## src/rtl/wdt_pkg.sv

```systemverilog
package wdt_pkg;

    localparam int CNT_W  = 8;
    localparam int SEL_W  = 3;
    localparam int PRE_W  = 17;
    localparam int KEY_W  = 8;
    localparam logic [KEY_W-1:0] WR_KEY = 8'hA5;

    typedef enum logic {
        REG_CTL = 1'b0,
        REG_CNT = 1'b1
    } reg_sel_e;

    typedef struct packed {
        logic             ovf;
        logic             wdog;
        logic             run;
        logic [1:0]       rsvd;
        logic [SEL_W-1:0] sel;
    } ctl_t;

    // divider exponent for each select code
    function automatic int tap_exp(input int code);
        case (code)
            0:       return 1;
            1:       return 6;
            2:       return 7;
            3:       return 9;
            4:       return 11;
            5:       return 13;
            6:       return 15;
            default: return 17;
        endcase
    endfunction

    // low-bit mask whose all-ones state marks one tick of a tap
    function automatic logic [31:0] tap_mask(input int code);
        logic [31:0] m;
        m = '0;
        for (int i = 0; i < 32; i++) begin
            m[i] = (i < tap_exp(code));
        end
        return m;
    endfunction

endpackage

```

## src/rtl/wdt_prescaler.sv

```systemverilog
module wdt_prescaler
    import wdt_pkg::*;
#(
    parameter int DIV_W = PRE_W,
    parameter int SW    = SEL_W
) (
    input  logic          clk,
    input  logic          rst,
    input  logic [SW-1:0] sel_i,
    output logic          tick_o
);
    localparam int NTAP = 1 << SW;

    logic [DIV_W-1:0] div_q;
    logic [NTAP-1:0]  hit;

    always_ff @(posedge clk) begin
        if (rst) div_q <= '0;
        else     div_q <= div_q + 1'b1;
    end

    for (genvar g = 0; g < NTAP; g++) begin : g_tap
        localparam logic [31:0]      MASK32 = tap_mask(g);
        localparam logic [DIV_W-1:0] MASK   = MASK32[DIV_W-1:0];
        assign hit[g] = ((div_q & MASK) == MASK);
    end

    assign tick_o = hit[sel_i];


    tick_single_chk: assert property (@(posedge clk) disable iff (rst)
        tick_o |=> !tick_o);

endmodule

```

## src/rtl/wdt_counter.sv

```systemverilog
module wdt_counter
    import wdt_pkg::*;
#(
    parameter int W = CNT_W
) (
    input  logic         clk,
    input  logic         rst,
    input  logic         run_i,
    input  logic         tick_i,
    input  logic         ld_i,
    input  logic [W-1:0] ld_val_i,
    output logic [W-1:0] cnt_o,
    output logic         wrap_o
);
    localparam logic [W-1:0] TOP = '1;

    logic [W-1:0] cnt_q;

    always_ff @(posedge clk) begin
        if (rst || !run_i)  cnt_q <= '0;
        else if (ld_i)      cnt_q <= ld_val_i;
        else if (tick_i)    cnt_q <= cnt_q + 1'b1;
    end

    assign cnt_o  = cnt_q;
    assign wrap_o = run_i && !ld_i && tick_i && (cnt_q == TOP);


    halt_zero_chk: assert property (@(posedge clk) disable iff (rst)
        !run_i |=> cnt_o == '0);


    hold_idle_chk: assert property (@(posedge clk) disable iff (rst)
        run_i && !ld_i && !tick_i |=> $stable(cnt_o));


    wrap_zero_chk: assert property (@(posedge clk) disable iff (rst)
        wrap_o |=> cnt_o == '0);

endmodule

```

## src/rtl/wdt_csr.sv

```systemverilog
module wdt_csr
    import wdt_pkg::*;
(
    input  logic             clk,
    input  logic             rst,
    input  logic             rd_ctl_i,
    input  logic             wr_ctl_i,
    input  logic             wr_flag_i,
    input  logic             wr_wdog_i,
    input  logic             wr_run_i,
    input  logic [SEL_W-1:0] wr_sel_i,
    input  logic             wrap_i,
    input  logic             rst_en_i,
    output ctl_t             ctl_o,
    output logic             irq_o,
    output logic             rst_req_o
);
    logic             flag_q, wdog_q, run_q, armed_q, req_q;
    logic [SEL_W-1:0] sel_q;
    logic             clear_ok, int_rst;

    assign clear_ok = wr_ctl_i && !wr_flag_i && armed_q;
    assign int_rst  = wrap_i && wdog_q && rst_en_i;

    always_ff @(posedge clk) begin
        if (rst) begin
            flag_q  <= 1'b0;
            wdog_q  <= 1'b0;
            run_q   <= 1'b0;
            sel_q   <= '0;
            armed_q <= 1'b0;
            req_q   <= 1'b0;
        end else begin
            // overflow outranks a clearing write; a watchdog reset wipes the flag
            if (int_rst)       flag_q <= 1'b0;
            else if (wrap_i)   flag_q <= 1'b1;
            else if (clear_ok) flag_q <= 1'b0;

            if (wr_ctl_i) begin
                wdog_q <= wr_wdog_i;
                run_q  <= wr_run_i;
                sel_q  <= wr_sel_i;
            end

            if (wr_ctl_i)                armed_q <= 1'b0;
            else if (rd_ctl_i && flag_q) armed_q <= 1'b1;

            req_q <= int_rst;
        end
    end

    always_comb begin
        ctl_o.ovf  = flag_q;
        ctl_o.wdog = wdog_q;
        ctl_o.run  = run_q;
        ctl_o.rsvd = '1;
        ctl_o.sel  = sel_q;
    end

    assign irq_o     = flag_q && !wdog_q;
    assign rst_req_o = req_q;


    flag_src_chk: assert property (@(posedge clk) disable iff (rst)
        $rose(ctl_o.ovf) |-> $past(wrap_i));


    flag_clear_chk: assert property (@(posedge clk) disable iff (rst)
        $fell(ctl_o.ovf) |-> ($past(wr_ctl_i && !wr_flag_i) || $past(wrap_i && rst_en_i)));


    set_wins_chk: assert property (@(posedge clk) disable iff (rst)
        wrap_i && !(ctl_o.wdog && rst_en_i) |=> ctl_o.ovf);


    irq_gate_chk: assert property (@(posedge clk) disable iff (rst)
        ctl_o.wdog |-> !irq_o);


    req_pulse_chk: assert property (@(posedge clk) disable iff (rst)
        rst_req_o |=> !rst_req_o);


    req_src_chk: assert property (@(posedge clk) disable iff (rst)
        rst_req_o |-> $past(wrap_i && rst_en_i));

endmodule

```

## src/rtl/wdog_timer.sv

```systemverilog
module wdog_timer
    import wdt_pkg::*;
#(
    parameter int CW = CNT_W,
    parameter int DW = PRE_W
) (
    input  logic        clk,
    input  logic        rst,
    input  logic        rd_stb_i,
    input  logic        wr_stb_i,
    input  logic        addr_i,
    input  logic [15:0] wr_data_i,
    output logic [7:0]  rd_data_o,
    input  logic        rst_en_i,
    output logic        irq_o,
    output logic        sys_rst_req_o
);
    reg_sel_e   rsel;
    logic       key_ok, wr_ctl, rd_ctl, ld_cnt, tick, wrap;
    ctl_t       ctl;
    ctl_t       wr_fields;
    logic [CW-1:0] cnt;

    assign rsel      = reg_sel_e'(addr_i);
    assign key_ok    = (wr_data_i[15:8] == WR_KEY);
    assign wr_ctl    = wr_stb_i && key_ok && (rsel == REG_CTL);
    assign ld_cnt    = wr_stb_i && key_ok && (rsel == REG_CNT);
    assign rd_ctl    = rd_stb_i && (rsel == REG_CTL);
    assign wr_fields = ctl_t'(wr_data_i[7:0]);

    wdt_prescaler #(.DIV_W(DW), .SW(SEL_W)) u_pre (
        .clk    (clk),
        .rst    (rst),
        .sel_i  (ctl.sel),
        .tick_o (tick)
    );

    wdt_counter #(.W(CW)) u_cnt (
        .clk      (clk),
        .rst      (rst),
        .run_i    (ctl.run),
        .tick_i   (tick),
        .ld_i     (ld_cnt),
        .ld_val_i (wr_data_i[CW-1:0]),
        .cnt_o    (cnt),
        .wrap_o   (wrap)
    );

    wdt_csr u_csr (
        .clk       (clk),
        .rst       (rst),
        .rd_ctl_i  (rd_ctl),
        .wr_ctl_i  (wr_ctl),
        .wr_flag_i (wr_fields.ovf),
        .wr_wdog_i (wr_fields.wdog),
        .wr_run_i  (wr_fields.run),
        .wr_sel_i  (wr_fields.sel),
        .wrap_i    (wrap),
        .rst_en_i  (rst_en_i),
        .ctl_o     (ctl),
        .irq_o     (irq_o),
        .rst_req_o (sys_rst_req_o)
    );

    always_comb begin
        rd_data_o = '0;
        if (rsel == REG_CNT) rd_data_o[CW-1:0] = cnt;
        else                 rd_data_o = ctl;
    end


    key_guard_chk: assert property (@(posedge clk) disable iff (rst)
        wr_stb_i && !key_ok |=> $stable({ctl.wdog, ctl.run, ctl.sel}));


    rsvd_ones_chk: assert property (@(posedge clk) disable iff (rst)
        ctl.rsvd == 2'b11);

endmodule

```

## config.mk

```make
export PLATFORM = sky130hd
export DESIGN_NAME = wdog_timer
export DESIGN_NICKNAME = d
export VERILOG_FILES = /design/src/rtl/wdt_pkg.sv /design/src/rtl/wdt_prescaler.sv /design/src/rtl/wdt_counter.sv /design/src/rtl/wdt_csr.sv /design/src/rtl/wdog_timer.sv
export SDC_FILE = /design/constraint.sdc
export NUM_CORES = 1
export LEC_CHECK = 0
export ABC_AREA = 0
export ABC_CLOCK_PERIOD_IN_PS = 3100
export BUFFER_PORTS_ARGS = -buffer_cell sky130_fd_sc_hd__buf_2
export CAP_MARGIN = 20
export CORE_ASPECT_RATIO = 1.2
export CORE_MARGIN = 5
export CORE_UTILIZATION = 30
export CTS_BUF_LIST = sky130_fd_sc_hd__clkbuf_16
export DETAILED_ROUTE_END_ITERATION = 10
export PLACE_DENSITY = 0.58
export SETUP_SLACK_MARGIN = 0.3
export SYNTH_ARGS = -nofsm -noshare
export SYNTH_HDL_FRONTEND = slang
export SYNTH_SLANG_ARGS = --single-unit
```

## constraint.sdc

```tcl
create_clock -name clk -period 3.1 [get_ports clk]
set_input_delay 0.62 -clock clk [delete_from_list [all_inputs] [get_ports clk]]
set_output_delay 0.62 -clock clk [all_outputs]
set_load 0.005 [all_outputs]
```

==> results_dict.tcl <==
set metrics [dict create \
    outcome "complete, no violations" \
    min_to "u_pre.div_q[0]" \
    clk_pin_slew_ps 50 \
    netlist_area_um2 1740 \
    fmax_mhz 391 \
    nets 247 \
    grt_max_degree 29 \
    first_pass_iters 4 \
    final_hold_viol_count 0 \
    period_needed_ps 2560 \
    initial_core_util 0.307 \
    leakagePower_nw 0.738 \
    cts_resized 0 \
    overflow 0 \
    ant_nets 0 \
    skew_ps 1.36 \
    required_ps 3270 \
    tightestPinTransition_ps 561 \
    finalPower_uw 927 \
    final_layout_size_suffix_gt1_frac 0.231 \
    wirelength_mm 3.72 \
    cts_buffer_depth 2 \
    r2r_cells 11 \
    ys_seq_area_frac 0.380 \
    synth.lib_cells_used.distinct 42 \
    fill_cells 595 \
    muxShareOfSynthArea 0.0661 \
    cts_buffers 5 \
    power_density_nw_per_um2 442 \
    p_seq_frac 0.466 \
    rows 30 \
    yosys.area_share.simple 0.270 \
    peakVddDrop_mv 0.174 \
    syn2layout_area_growth_pct 20.5 \
    synth_top_family_by_area "simple AND/OR/NAND/NOR gates" \
    cp.arrival_ps 2730 \
    yosysTopAreaCell "dfxtp_1" \
    place_congestion 0.833 \
    synth.avg_cell_area_um2 9.16 \
    rsz0062_at_grt "no" \
    viasPerCell 4.80 \
    final_common_cell "dfxtp_1" \
    grt_pass1_vias 1343 \
    r2r_setup_slack_ps 540 \
    period_share 0.824 \
    synth_fa_ha_area_frac 0.0288 \
    end_kind "flip-flop" \
    dieArea_um2 7430 \
    drcViolationCount 0 \
    holdBufCountCts 0 \
    final_core_utilization 0.370 \
    ios 32 \
    post-place-cells 294 \
    final-setup-viol-count 0 \
    stdcell_area_um2 2100 \
    postCtsSetupBuffers 0 \
    avgRoutedWirePerCell_um 12.4 \
    final_cell_mix "33 x dfxtp_1, 31 x buf_2, 22 x nor2_1" \
    stdcell_count 301 \
    ys_ff_latch 33 \
    cp-start-kind "flip-flop" \
    crit_type "reg -> reg" \
    die-height_um 93.4 \
    fp.coreArea_um2 5670 \
    p_comb_frac 0.044 \
    syn_inst 190 \
    hp-start "u_pre.div_q[0]" \
    yosysWarnings 0 \
    htreeDepth 2 \
    diodes 0 \
    dieWidth_um 79.5 \
    clkPwrFrac 0.490 \
    max_slew_margin 0.621 \
    hp-class "reg -> reg" \
    portBuffers 31 \
    place_area_um2 1960 \
    hold_depth 1 \
    synth_area_leaders "dfxtp_1 38%, xnor2_1 6.0%, nor2_1 4.7%, mux2i_1 4.0%, o21ai_0 4.0%" \
    synth_compound_area_frac 0.132 \
    p_switching_uw 194 \
    drv_cap 0 \
    synth-xor-area-share 0.0906 \
    r2r-start "u_pre.div_q[0]" \
    swShare 0.209 \
    r2r-end "u_cnt.cnt_o[0]" \
    cts_tree "yes" \
    setup_tns_ps 0 \
    post-dp-hpwl_mm 2.77 \
    intPower_uw 733 \
    grt_util_all_layers 0.105 \
    antenna_found_initial 0 \
    grt_pass1_wl_mm 6.30 \
    syn-num-nets 216 \
    finalMaxSlewViolations 0 \
    synth_top_area_share 0.380 \
    vias 1445 \
    cts.sinks 33 \
    drtIter0Drc 40 \
    ctsRootBufferMaster "clkbuf_16" \
    clock_latency_ps 270 \
    crit_fanout 8 \
]
## logic make-up (layout without fill, tap and decap cells)
| group | Yosys count | after routing |
|---|---|---|
| multiplexers | 11 | 11 |
| AND/OR/NAND/NOR | 78 | 78 |
| flip-flops | 33 | 33 |
| buffers and inverters | 14 | 45 |
| adder cells (fa/ha/maj) | 4 | 4 |
| AO/OA/AOI/OAI | 32 | 32 |
| XOR/XNOR | 18 | 18 |
## worst max-delay path: stages, from the launching register on
cell and delay, ps:
dfxtp_1 340, ha_1 260, nand3_4 170, nor4_4 80
and2_1 170, ha_1 170, nand3_1 70, nand2_1 80
a311oi_4 530, nor2_4 100, xnor2_1 150, a2111oi_2 340
## worst max path at each step
stage	cells after the start	slack, ps	from	endpoint
floorplan	11	710	u_pre.div_q[0]	u_cnt.cnt_o[0]
global placement	7	410	wr_data_i[12]	u_csr.flag_q
detailed placement	7	450	wr_data_i[12]	u_csr.flag_q
CTS	11	530	u_pre.div_q[0]	u_cnt.cnt_o[0]
global route	11	330	u_pre.div_q[0]	u_cnt.cnt_o[0]
finish	11	540	u_pre.div_q[0]	u_cnt.cnt_o[0]
## area by class of cell
class | instances | area (um2) | share of cell area
multi-input combinational | 143 | 1020 | 0.487
sequential | 33 | 661 | 0.315
timing repair buffer | 31 | 155 | 0.0740
clock buffer | 5 | 125 | 0.0597
tap | 80 | 100 | 0.0477
inverter | 7 | 26.3 | 0.0125
clock inverter | 2 | 7.51 | 0.00358
## power groups by stage
stage / logic, mW / registers [mW] / clock network [mW]
5_1_grt: 0.0452 / 0.432 / 0.484
3_5_place_dp: 0.0413 / 0.441 / 0
2_1_floorplan: 0.0214 / 0.440 / 0
3_3_place_gp: 0.0409 / 0.440 / 0
6_report: 0.0410 / 0.432 / 0.454
4_1_cts: 0.0416 / 0.432 / 0.467
## metal layers
metal | GRT usage | vias up | part of all wire
li1 | - | 732 | -
met1 | 0.127 | 672 | 0.45
met2 | 0.177 | 33 | 0.48
met3 | 0.0279 | 8 | 0.059
met4 | 0.0372 | 0 | 0.017
met5 | 0 | - | 0
## stage by stage
stage	hold WS [ps]	setup slack, ps
final	479	545
after global routing	525	329
after CTS	488	533
after detailed placement	476	452
after global placement	459	408
after floorplan	440	712
## cell usage after synthesis, drive strengths merged
master,number
dfxtp,33
nor2,23
o21ai,14
nand2,13
xnor2,12
a21oi,11
nand3,11
inv,7
mux2i,7
xor2,6
nand4,5
nor4,5
clkbuf,4
ha,4
mux2,4
nor3,4
buf,3
nor2b,3
nor4b,3
or3,3
a2111oi,2
a311oi,2
a31oi,2
and2,2
nand2b,2
a211oi,1
nand3b,1
nand4b,1
nor3b,1
nor4bb,1
## registers in the layout (all words and copies together) (netlist names)
name             flops
u_csr.wdog_q         1
u_csr.run_q          1
u_cnt.cnt_o          8
u_csr.flag_q         1
u_pre.div_q         17
u_csr.sel_q          3
u_csr.armed_q        1
u_csr.rst_req_o      1
Note: power is estimated with default switching activity, not from simulation.
